$ cat src/rtl/itb_pkg.sv
package itb_pkg;
  localparam int BYTE_W = 8;
  localparam int CNT_W  = 2 * BYTE_W;
  localparam int NUM_CH = 3;
  localparam int ADDR_W = 2;
  localparam logic [ADDR_W-1:0] CMD_ADDR = ADDR_W'(3);

  localparam logic [2:0] MODE_TC   = 3'd0;
  localparam logic [2:0] MODE_RATE = 3'd2;
  localparam logic [2:0] MODE_SQ   = 3'd3;

  localparam logic [1:0] ACC_LATCH = 2'b00;
  localparam logic [1:0] ACC_WORD  = 2'b11;

  typedef struct packed {
    logic [1:0] sel;
    logic [1:0] acc;
    logic [2:0] mode;
    logic       dec;
  } cmd_t;
endpackage

$ cat src/rtl/itb_decode.sv
module itb_decode
  import itb_pkg::*;
(
  input  logic              wr,
  input  logic              rd,
  input  logic [ADDR_W-1:0] addr,
  input  logic [BYTE_W-1:0] wdata,
  output logic [NUM_CH-1:0] prog,
  output logic [NUM_CH-1:0] latch,
  output logic [NUM_CH-1:0] stat,
  output logic [NUM_CH-1:0] dwr,
  output logic [NUM_CH-1:0] drd
);
  cmd_t cmd;
  logic is_cmd, is_rb, mode_ok;

  assign cmd     = cmd_t'(wdata);
  assign is_cmd  = wr && (addr == CMD_ADDR);
  assign is_rb   = (cmd.sel == 2'b11) && cmd.acc[1];
  assign mode_ok = (cmd.mode == MODE_TC) || (cmd.mode == MODE_RATE) || (cmd.mode == MODE_SQ);

  for (genvar c = 0; c < NUM_CH; c++) begin : g_ch
    logic hit;
    assign hit      = is_cmd && !is_rb && (cmd.sel == 2'(c));
    assign prog[c]  = hit && (cmd.acc == ACC_WORD) && mode_ok;
    assign latch[c] = hit && (cmd.acc == ACC_LATCH);
    assign stat[c]  = is_cmd && is_rb && wdata[1+c];
    assign dwr[c]   = wr && (addr == ADDR_W'(c));
    assign drd[c]   = rd && !wr && (addr == ADDR_W'(c));
  end
endmodule

$ cat src/rtl/itb_channel.sv
module itb_channel
  import itb_pkg::*;
(
  input  logic              clk,
  input  logic              rst_n,
  input  logic              prog,
  input  logic              latch,
  input  logic              stat,
  input  logic              dwr,
  input  logic              drd,
  input  logic [BYTE_W-1:0] wdata,
  input  logic              tick,
  input  logic              gate,
  output logic [BYTE_W-1:0] rbyte,
  output logic              out,
  output logic              bad
);
  localparam int VW = CNT_W + 1;

  logic [2:0]        mode_q;
  logic [1:0]        acc_q;
  logic              dec_q, wptr_q, rptr_q, out_q, null_q, run_q, bad_q, lat_q, st_q;
  logic [BYTE_W-1:0] lo_q, stb_q;
  logic [VW-1:0]     nval_q, ce_q, nce, ld_val;
  logic [CNT_W-1:0]  lval_q, raw;
  logic              nout, ld_bad;

  assign raw    = {wdata, lo_q};
  assign ld_val = (raw == '0) ? {1'b1, {CNT_W{1'b0}}} : {1'b0, raw};
  assign ld_bad = ((mode_q == MODE_RATE) || (mode_q == MODE_SQ)) && (raw == CNT_W'(1));

  always_comb begin
    nce  = ce_q;
    nout = out_q;
    case (mode_q)
      MODE_TC: if (ce_q != '0) begin
        nce = ce_q - VW'(1);
        if (ce_q == VW'(1)) nout = 1'b1;
      end
      MODE_RATE: if (ce_q == VW'(1)) begin
        nce  = nval_q;
        nout = 1'b1;
      end else begin
        nce = ce_q - VW'(1);
        if (ce_q == VW'(2)) nout = 1'b0;
      end
      MODE_SQ: if (ce_q == VW'(1)) begin
        nout = ~out_q;
        nce  = out_q ? (nval_q >> 1) : ((nval_q + VW'(1)) >> 1);
      end else begin
        nce = ce_q - VW'(1);
      end
      default: ;
    endcase
  end

  always_ff @(posedge clk) begin
    if (!rst_n) begin
      mode_q <= MODE_TC; acc_q <= '0; dec_q <= 1'b0;
      wptr_q <= 1'b0; lo_q <= '0; nval_q <= '0; ce_q <= '0;
      out_q <= 1'b0; null_q <= 1'b1; run_q <= 1'b0; bad_q <= 1'b0;
    end else if (prog) begin
      mode_q <= wdata[3:1]; acc_q <= wdata[5:4]; dec_q <= wdata[0];
      wptr_q <= 1'b0; out_q <= (wdata[3:1] != MODE_TC);
      null_q <= 1'b1; run_q <= 1'b0; bad_q <= 1'b0;
    end else if (dwr) begin
      if (!wptr_q) begin
        lo_q <= wdata; wptr_q <= 1'b1; null_q <= 1'b1;
      end else begin
        wptr_q <= 1'b0;
        if (ld_bad) begin
          bad_q <= 1'b1; run_q <= 1'b0;
        end else begin
          bad_q <= 1'b0; run_q <= 1'b1; null_q <= 1'b0; nval_q <= ld_val;
          ce_q  <= (mode_q == MODE_SQ) ? ((ld_val + VW'(1)) >> 1) : ld_val;
          out_q <= (mode_q != MODE_TC);
        end
      end
    end else if (tick && gate && run_q) begin
      ce_q  <= nce;
      out_q <= nout;
    end
  end

  // Read side: latch, status snapshot and byte pointer.
  always_ff @(posedge clk) begin
    if (!rst_n) begin
      rptr_q <= 1'b0; lat_q <= 1'b0; lval_q <= '0; st_q <= 1'b0; stb_q <= '0;
    end else begin
      if (drd) begin
        if (st_q) st_q <= 1'b0;
        else begin
          rptr_q <= ~rptr_q;
          if (lat_q && rptr_q) lat_q <= 1'b0;
        end
      end
      if (latch && !lat_q) begin
        lat_q <= 1'b1; lval_q <= ce_q[CNT_W-1:0]; rptr_q <= 1'b0;
      end
      if (stat) begin
        st_q  <= 1'b1;
        stb_q <= {out_q, null_q, acc_q, mode_q, dec_q};
      end
      if (prog) begin
        rptr_q <= 1'b0; lat_q <= 1'b0; st_q <= 1'b0;
      end
    end
  end

  always_comb begin
    if (st_q)       rbyte = stb_q;
    else if (lat_q) rbyte = rptr_q ? lval_q[CNT_W-1:BYTE_W] : lval_q[BYTE_W-1:0];
    else            rbyte = rptr_q ? ce_q[CNT_W-1:BYTE_W] : ce_q[BYTE_W-1:0];
  end

  assign out = out_q;
  assign bad = bad_q;

  AST_TC_STAYS_HIGH: assert property (@(posedge clk) disable iff (!rst_n)
    (mode_q == MODE_TC && out_q && !prog && !dwr) |=> out_q);
  AST_RATE_ONE_TICK_LOW: assert property (@(posedge clk) disable iff (!rst_n)
    (mode_q == MODE_RATE && run_q && !out_q && tick && gate && !prog && !dwr) |=> out_q);
  AST_SQ_NEVER_ZERO: assert property (@(posedge clk) disable iff (!rst_n)
    (run_q && mode_q == MODE_SQ) |-> (ce_q != '0));
  AST_GATE_FREEZE: assert property (@(posedge clk) disable iff (!rst_n)
    (!(tick && gate) && !prog && !dwr) |=> ($stable(ce_q) && $stable(out_q)));
  AST_BAD_IDLE: assert property (@(posedge clk) disable iff (!rst_n)
    bad_q |-> !run_q);
endmodule

$ cat src/rtl/interval_timer_bank.sv
module interval_timer_bank
  import itb_pkg::*;
(
  input  logic              clk,
  input  logic              rst_n,
  input  logic              bus_wr,
  input  logic              bus_rd,
  input  logic [ADDR_W-1:0] bus_addr,
  input  logic [BYTE_W-1:0] bus_wdata,
  output logic [BYTE_W-1:0] bus_rdata,
  input  logic [NUM_CH-1:0] ch_tick,
  input  logic [NUM_CH-1:0] ch_gate,
  output logic [NUM_CH-1:0] ch_out,
  output logic [NUM_CH-1:0] ch_bad
);
  logic [NUM_CH-1:0] prog, latch, stat, dwr, drd;
  logic [BYTE_W-1:0] rbyte [NUM_CH];

  itb_decode u_dec (
    .wr(bus_wr), .rd(bus_rd), .addr(bus_addr), .wdata(bus_wdata),
    .prog(prog), .latch(latch), .stat(stat), .dwr(dwr), .drd(drd)
  );

  for (genvar c = 0; c < NUM_CH; c++) begin : g_ch
    itb_channel u_ch (
      .clk(clk), .rst_n(rst_n),
      .prog(prog[c]), .latch(latch[c]), .stat(stat[c]), .dwr(dwr[c]), .drd(drd[c]),
      .wdata(bus_wdata), .tick(ch_tick[c]), .gate(ch_gate[c]),
      .rbyte(rbyte[c]), .out(ch_out[c]), .bad(ch_bad[c])
    );
  end

  always_comb begin
    bus_rdata = '0;
    for (int c = 0; c < NUM_CH; c++)
      if (drd[c]) bus_rdata = rbyte[c];
  end

  AST_RDATA_IDLE: assert property (@(posedge clk) disable iff (!rst_n)
    !bus_rd |-> (bus_rdata == '0));
  AST_ONE_PORT_READ: assert property (@(posedge clk) disable iff (!rst_n)
    $onehot0(drd));
endmodule

$ cat config.mk
export PLATFORM = sky130hd
export DESIGN_NAME = interval_timer_bank
export DESIGN_NICKNAME = d
export VERILOG_FILES = /design/src/rtl/itb_pkg.sv /design/src/rtl/itb_decode.sv /design/src/rtl/itb_channel.sv /design/src/rtl/interval_timer_bank.sv
export SDC_FILE = /design/constraint.sdc
export NUM_CORES = 1
export LEC_CHECK = 0
export BUFFER_PORTS_ARGS = -buffer_cell sky130_fd_sc_hd__buf_2
export CAP_MARGIN = 25
export CORE_MARGIN = 4
export CORE_UTILIZATION = 50
export CTS_CLUSTER_DIAMETER = 120
export DETAILED_ROUTE_END_ITERATION = 10
export GPL_ROUTABILITY_DRIVEN = 0
export PLACE_DENSITY_LB_ADDON = 0.12
export SLEW_MARGIN = 20
export SYNTH_ARGS = -nofsm -noshare
export SYNTH_HDL_FRONTEND = slang
export SYNTH_SLANG_ARGS = --single-unit
$ cat constraint.sdc
create_clock -name clk -period 4.4 [get_ports clk]
set_clock_uncertainty 0.05 [all_clocks]
set_input_delay 0.44 -clock clk [delete_from_list [all_inputs] [get_ports clk]]
set_output_delay 0.44 -clock clk [all_outputs]
set_load 0.03 [all_outputs]
==> flow_summary.toml, run 1 <==
[worst_setup_path]
crit_type = "reg -> out"
worstPathRequired_ns = 3.91
endpoint_kind = "output port"
crit-reg2reg-capture = "g_ch[0].u_ch.ce_q[14]$_SDFFE_PN0P_"
timing.rr.start = "g_ch[0].u_ch.ce_q[4]$_SDFFE_PN0P_"
start_kind = "flop"
arrival_ns = 2.73
crit_path_max_incr_delay_ns = 0.71
reg2reg_slack_ns = 1.23
critPathBufInv = 1
crit_start = "g_ch[0].u_ch.rptr_q$_SDFFE_PP0P_"
cp_cell_sequence = "mux4_2 -> mux2i_1 -> o22ai_1 -> nor2_1 -> a21oi_1 -> buf_2"
cp_max_fo = 10
slowest_stage = "dfxtp_1"
critPathTopFamily = "multiplexers"
reg2reg_depth = 7

[floorplanning]
start_util = 0.510
die_area_mm2 = 0.0323
die_h_um = 180
rows = 62
die_x_um = 180
coreArea_mm2 = 0.0289
design.portCount = 34

[yosys]
netlist_area_mm2 = 0.0148
yosysTopAreaCell = "dfxtp_1"
yosys_warnings = 0
syn-num-nets = 2043
synthFlopType = "dfxtp_1"
synth_area_per_cell_um2 = 7.36
synth_cell_types = 81
synth_area_leaders = "dfxtp_1 33%, a21oi_1 9.8%, nand2_1 8.9%"
synthesis.instances = 2006
synth_edf_count = 0
synth_seq_cells = 240
yosysSeqAreaShare = 0.325
async_flop_share = 0
synth_top_area_share = 0.325

[clocking]
cts_setup_buffers = 0
clk_pin_slew_ns = 0.06
cts_resized = 0
cts_tree = "yes"
clock-root-buffer = "clkbuf_16"
htreeDepth = 1
clk_path_buf_depth = 3
clk_latency_ns = 0.55
cts.sinks = 240
cts_hold_buf = 0
numCtsBuffers = 28

[routing]
first_pass_iters = 6
drt-total-wl_um = 48400
drtIter0Drc = 1666
routed_via_density = 6.39
drc = 0
drt.antenna.violating_nets = 0
vias = 14800
drt-wirelength-per-cell_um = 20.9

[timing]
fmax_mhz = 310
fin_setup_tns_ns = 0
maxSlewViolCount = 0
hold_viol = 0
rsz0062_at_grt = "no"
tightest_slew_ns = 0.876
relSlewSlack = 0.411
finalSetupViolCount = 0
period_minus_slack_ns = 3.22
post-route-period-util = 0.733

[finish]
area_delta_synth_final_pct = 8.10
fin_nets = 1949
drive_gt1_frac = 0.0884
fillers = 2778

[power]
leakage_uw = 0.00551
total_power_uw = 5160
ir_drop_mv = 0.422
power_density_mw_per_mm2 = 324

[hold_path]
hold-path-endpoint = "g_ch[1].u_ch.lo_q[7]$_SDFFE_PN0P_"
holdPathStages = 3
hold_start = "bus_wdata[7]"
hold_class = "in -> reg"

[global_routing]
antenna_found_initial = 1
grt_pass1_wl_um = 76300
gr-total-overflow = 0
grt_pass1_vias = 13300
grt_max_degree = 101
grt_use_total = 0.285

[flow_run]
drv_cap = 0

[place]
port_buffers = 33
hpwl_um = 34300

[run_status]
status = "finished clean"
[placed cells by master, fill, tap and decap left out, types with 18 or more instances in the layout]
| cell type | instances |
|---|---|
| buf_4 | 34 |
| nor3_1 | 51 |
| inv_1 | 21 |
| nor2_1 | 160 |
| xor2_1 | 23 |
| clkbuf_16 | 29 |
| xnor2_1 | 46 |
| a21oi_1 | 288 |
| nand4_1 | 36 |
| nor4_1 | 18 |
| nand3_1 | 94 |
| mux2i_1 | 69 |
| mux4_2 | 23 |
| buf_2 | 33 |
| nand2_1 | 352 |
| o21ai_0 | 82 |
| dfxtp_1 | 240 |
| o211ai_1 | 33 |
| o22ai_1 | 21 |
[layer usage]
| metal | global-route usage | vias up | wire (µm) |
|---|---|---|---|
| met5 | 0 | - | 15 |
| met4 | 0.0988 | 2 | 1800 |
| met3 | 0.0410 | 126 | 4130 |
| met2 | 0.437 | 723 | 21400 |
| met1 | 0.412 | 7002 | 21100 |
| li1 | - | 6959 | - |
[worst register-to-register path, stage by stage (launching register included)]
cell and delay (ns):
dfxtp_1 0.30, buf_4 0.16, nor4_2 0.62, nand4_1 0.29
or4_1 0.56, nand4b_1 0.12, nand2_1 0.47, o221a_2 0.49
[cell usage after synthesis (12+ instances only)]
master and n:
a211oi_1 13, mux2i_1 69, nand2_1 352, o31ai_1 12, o211ai_1 33, nor4_1 20, a31oi_1 17, o22ai_1 21
nand3_1 94, or3_1 16, mux4_2 23, nand4_1 36, nor2_1 161, dfxtp_1 240, o21ai_0 82, ha_1 17
xor2_1 23, clkbuf_1 170, a21oi_1 289, inv_1 22, xnor2_1 46, nor3_1 53, and3_1 16
[power breakdown]
group          leakage [µW]  internal (µW)  switching (µW)
clock              0.000483           1520             987
combinational       0.00309            141             273
sequential          0.00194           2190            46.6
total               0.00551           3860            1310
[sequential cells by signal, indices dropped and copies added, names as in the netlist]
register          count
g_ch.u_ch.acc_q       6
g_ch.u_ch.bad         3
g_ch.u_ch.ce_q       51
g_ch.u_ch.dec_q       3
g_ch.u_ch.lat_q       3
g_ch.u_ch.lo_q       24
g_ch.u_ch.lval_q     48
g_ch.u_ch.mode_q      9
g_ch.u_ch.null_q      3
g_ch.u_ch.nval_q     51
g_ch.u_ch.out         3
g_ch.u_ch.rptr_q      3
g_ch.u_ch.run_q       3
g_ch.u_ch.st_q        3
g_ch.u_ch.stb_q      24
g_ch.u_ch.wptr_q      3
[how the worst max path moves through the flow]
stage,to,slack (ns),cells past startpoint
final,bus_rdata[0],1.18,6
after global routing,g_ch[0].u_ch.ce_q[16]$_SDFFE_PN0P_,1.0,8
after CTS,bus_rdata[3],1.16,6
after detailed placement,g_ch[0].u_ch.ce_q[14]$_SDFFE_PN0P_,1.16,8
after global placement,g_ch[0].u_ch.ce_q[14]$_SDFFE_PN0P_,1.24,8
after floorplan,g_ch[1].u_ch.ce_q[3]$_SDFFE_PN0P_,1.69,10
[final cells by class]
| class | instances | area (µm²) | area share |
|---|---|---|---|
| inverter | 22 | 87.6 | 0.00549 |
| clock inverter | 14 | 185 | 0.0116 |
| antenna | 1 | 2.50 | 0.000157 |
| tap | 384 | 480 | 0.0301 |
| timing repair buffer | 67 | 420 | 0.0263 |
| clock buffer | 38 | 810 | 0.0507 |
| multi-input combinational | 1553 | 9170 | 0.575 |
| sequential | 240 | 4800 | 0.301 |
[cells by family after synthesis]
kind of cell | share of synthesized area
AOI/OAI and AO/OA | 0.215
xor gates and xnor gates | 0.0409
and+or+nand+nor | 0.261
buffers and inverters | 0.0575
adders and majority gates | 0.0144
muxes | 0.0852
DFF | 0.325
[stage by stage]
step	hold WS (ns)	util	worst slack [ns]	cells	area, µm²
floorplan	0.382	-	1.69	2006	14800
global placement	0.389	0.517	1.24	2266	15000
detailed placement	0.394	0.517	1.16	2266	15000
CTS	0.252	0.551	1.16	2318	16000
global route	0.292	0.552	0.997	2318	16000
finish	0.279	0.552	1.18	2319	16000
(Power assumes the default switching activity.)
==> inputs of run 2 (changes only) <==
==> constraint.sdc (replaced) <==
create_clock -name clk -period 2.97 [get_ports clk]
set_clock_uncertainty 0.05 [all_clocks]
set_input_delay 0.297 -clock clk [delete_from_list [all_inputs] [get_ports clk]]
set_output_delay 0.297 -clock clk [all_outputs]
set_load 0.03 [all_outputs]
==> run 2 against run 1 <==
Compared with the run above: routed wire length increased by 3.7%; die area is the same; highest routed layer unchanged; final cell count increased by 3.2%; clock-buffer cell count stayed put; worst hold slack worse by 0.22 ns; first-iteration DRC count up 4.4%; worst setup slack got worse by 1.1 ns; largest power group unchanged; sequential cell count is the same; total power up 45%; global-route usage is 1.1 points higher.
==> flow_summary.toml, run 2 (same netlist as run 1, synthesis figures left out) <==
[routing]
vias = 15200
drt-total-wl_um = 50200
first_pass_iters = 8
routed_via_density = 6.35
drtIter0Drc = 1739
drc = 0
drt.antenna.violating_nets = 0
drt-wirelength-per-cell_um = 21.0

[power]
p_switching_uw = 1880
ir_drop_mv = 0.495
swShare = 0.251
clkPwrFrac = 0.471
power_density_mw_per_mm2 = 455
pwr-share-comb = 0.089
internal-power_uw = 5630
leakage_uw = 0.00589
p_seq_frac = 0.440
total_power_uw = 7510

[global_routing]
grt_use_total = 0.296
gr-total-overflow = 0
antenna_found_initial = 1
grt_max_degree = 61
grt_pass1_wl_um = 79000
grt_pass1_vias = 13900

[place]
hpwl_um = 36400
port_buffers = 33
detailed_place.area_mm2 = 0.0155

[timing]
finalSetupViolCount = 0
worst_hold_slack_ns = 0.0587
fmax_mhz = 347
tightest_slew_ns = 0.851
fin_setup_tns_ns = 0
post-route-period-util = 0.971
hold_viol = 0
relSlewSlack = 0.433
period_minus_slack_ns = 2.88
rsz0062_at_grt = "no"
maxSlewViolCount = 0

[finish]
final_util = 0.570
drive_gt1_frac = 0.124
layout_commonest_cell = "nand2_1"
reg_top3 = "g_ch.u_ch.ce_q x51, g_ch.u_ch.nval_q x51, g_ch.u_ch.lval_q x48"
fin_nets = 2025
final_cell_mix = "352 x nand2_1, 288 x a21oi_1, 237 x dfxtp_1, 159 x nor2_1, 109 x buf_4"
postLayoutCellArea_mm2 = 0.0165
area_delta_synth_final_pct = 11.7

[clocking]
clk_latency_ns = 0.55
clk_pin_slew_ns = 0.06
cts_hold_buf = 0
htreeDepth = 1
clock-root-buffer = "clkbuf_16"
cts.sinks = 240
cts_tree = "yes"
numCtsBuffers = 28
clk_path_buf_depth = 3

[run_status]
status = "finished clean"

[floorplanning]
design.portCount = 34
coreArea_mm2 = 0.0289
die_area_mm2 = 0.0323
start_util = 0.510
die_h_um = 180
die_x_um = 180
rows = 62

[worst_setup_path]
cp_cell_sequence = "buf_4 -> mux4_2 -> mux2i_1 -> o22ai_1 -> nor2_1 -> a21oi_1 -> buf_2"
crit_type = "reg -> out"
start_kind = "flop"
slowest_stage = "mux4_2"
endpoint_kind = "output port"
arrival_ns = 2.54
crit_path_max_incr_delay_ns = 0.53
worstPathRequired_ns = 2.62
cp_max_fo = 7

[hold_path]
hold_class = "in -> reg"

[flow_run]
drv_cap = 0
## run 2: path summary, 6_finish.rpt
path,slack [ns],endpoint,depth (start not counted),from
setup / recovery,0.09,bus_rdata[3],7,g_ch[0].u_ch.rptr_q$_SDFFE_PP0P_
hold / removal,0.06,g_ch[0].u_ch.nval_q[15]$_SDFFE_PN0P_,3,bus_wdata[7]
setup reg to reg,0.21,g_ch[1].u_ch.ce_q[3]$_SDFFE_PN0P_,7,g_ch[1].u_ch.ce_q[10]$_SDFFE_PN0P_
hold reg to reg,0.40,g_ch[2].u_ch.stb_q[0]$_SDFFE_PN0P_,2,g_ch[2].u_ch.stb_q[0]$_SDFFE_PN0P_
## run 2: through the flow
| step | instances | setup slack, ns |
|---|---|---|
| 4_1_cts | 2392 | 0.00379 |
| 5_1_grt | 2392 | 0.0169 |
| 2_1_floorplan | 2006 | 0.264 |
| 3_5_place_dp | 2342 | 0.214 |
| 6_report | 2393 | 0.0873 |
| 3_3_place_gp | 2342 | 0.225 |
## run 2: cell type report
type | count | area [µm²]
Clock buffer | 38 | 800
Fill cell | 2782 | 12400
Tap cell | 384 | 480
Multi-Input combinational cell | 1553 | 9160
Timing Repair Buffer | 143 | 1000
Inverter | 22 | 87.6
Antenna cell | 1 | 2.50
Clock inverter | 12 | 144
Sequential cell | 240 | 4810
## run 2: worst max-delay path: cells and delay by family, from the launching register on
kind / cells / cell delay, ns
flops: 1 / 0.39
buf+inv: 2 / 0.41
mux: 2 / 0.74
simple gates: 1 / 0.24
compound gates: 2 / 0.21
## run 2: per-layer routing
metal  track usage  part of all wire
met5             0           0.00016
met4        0.0844             0.032
met3        0.0439             0.085
met2         0.472              0.45
met1         0.418              0.43
## run 2: power by group through the flow
stage          registers (µW)  clock network, µW  logic, µW
3_3_place_gp             3370                  0        651
6_report                 3300               3530        672
5_1_grt                  3310               3730        726
2_1_floorplan            3340                  0        467
4_1_cts                  3300               3590        657
3_5_place_dp             3370                  0        653
## run 2: what timing repair did
action                                  4_1_cts  5_1_grt
pin swaps                                     0        0
gates resized for setup                       2        3
endpoints found under the setup margin        2        5
buffers inserted                              0        0
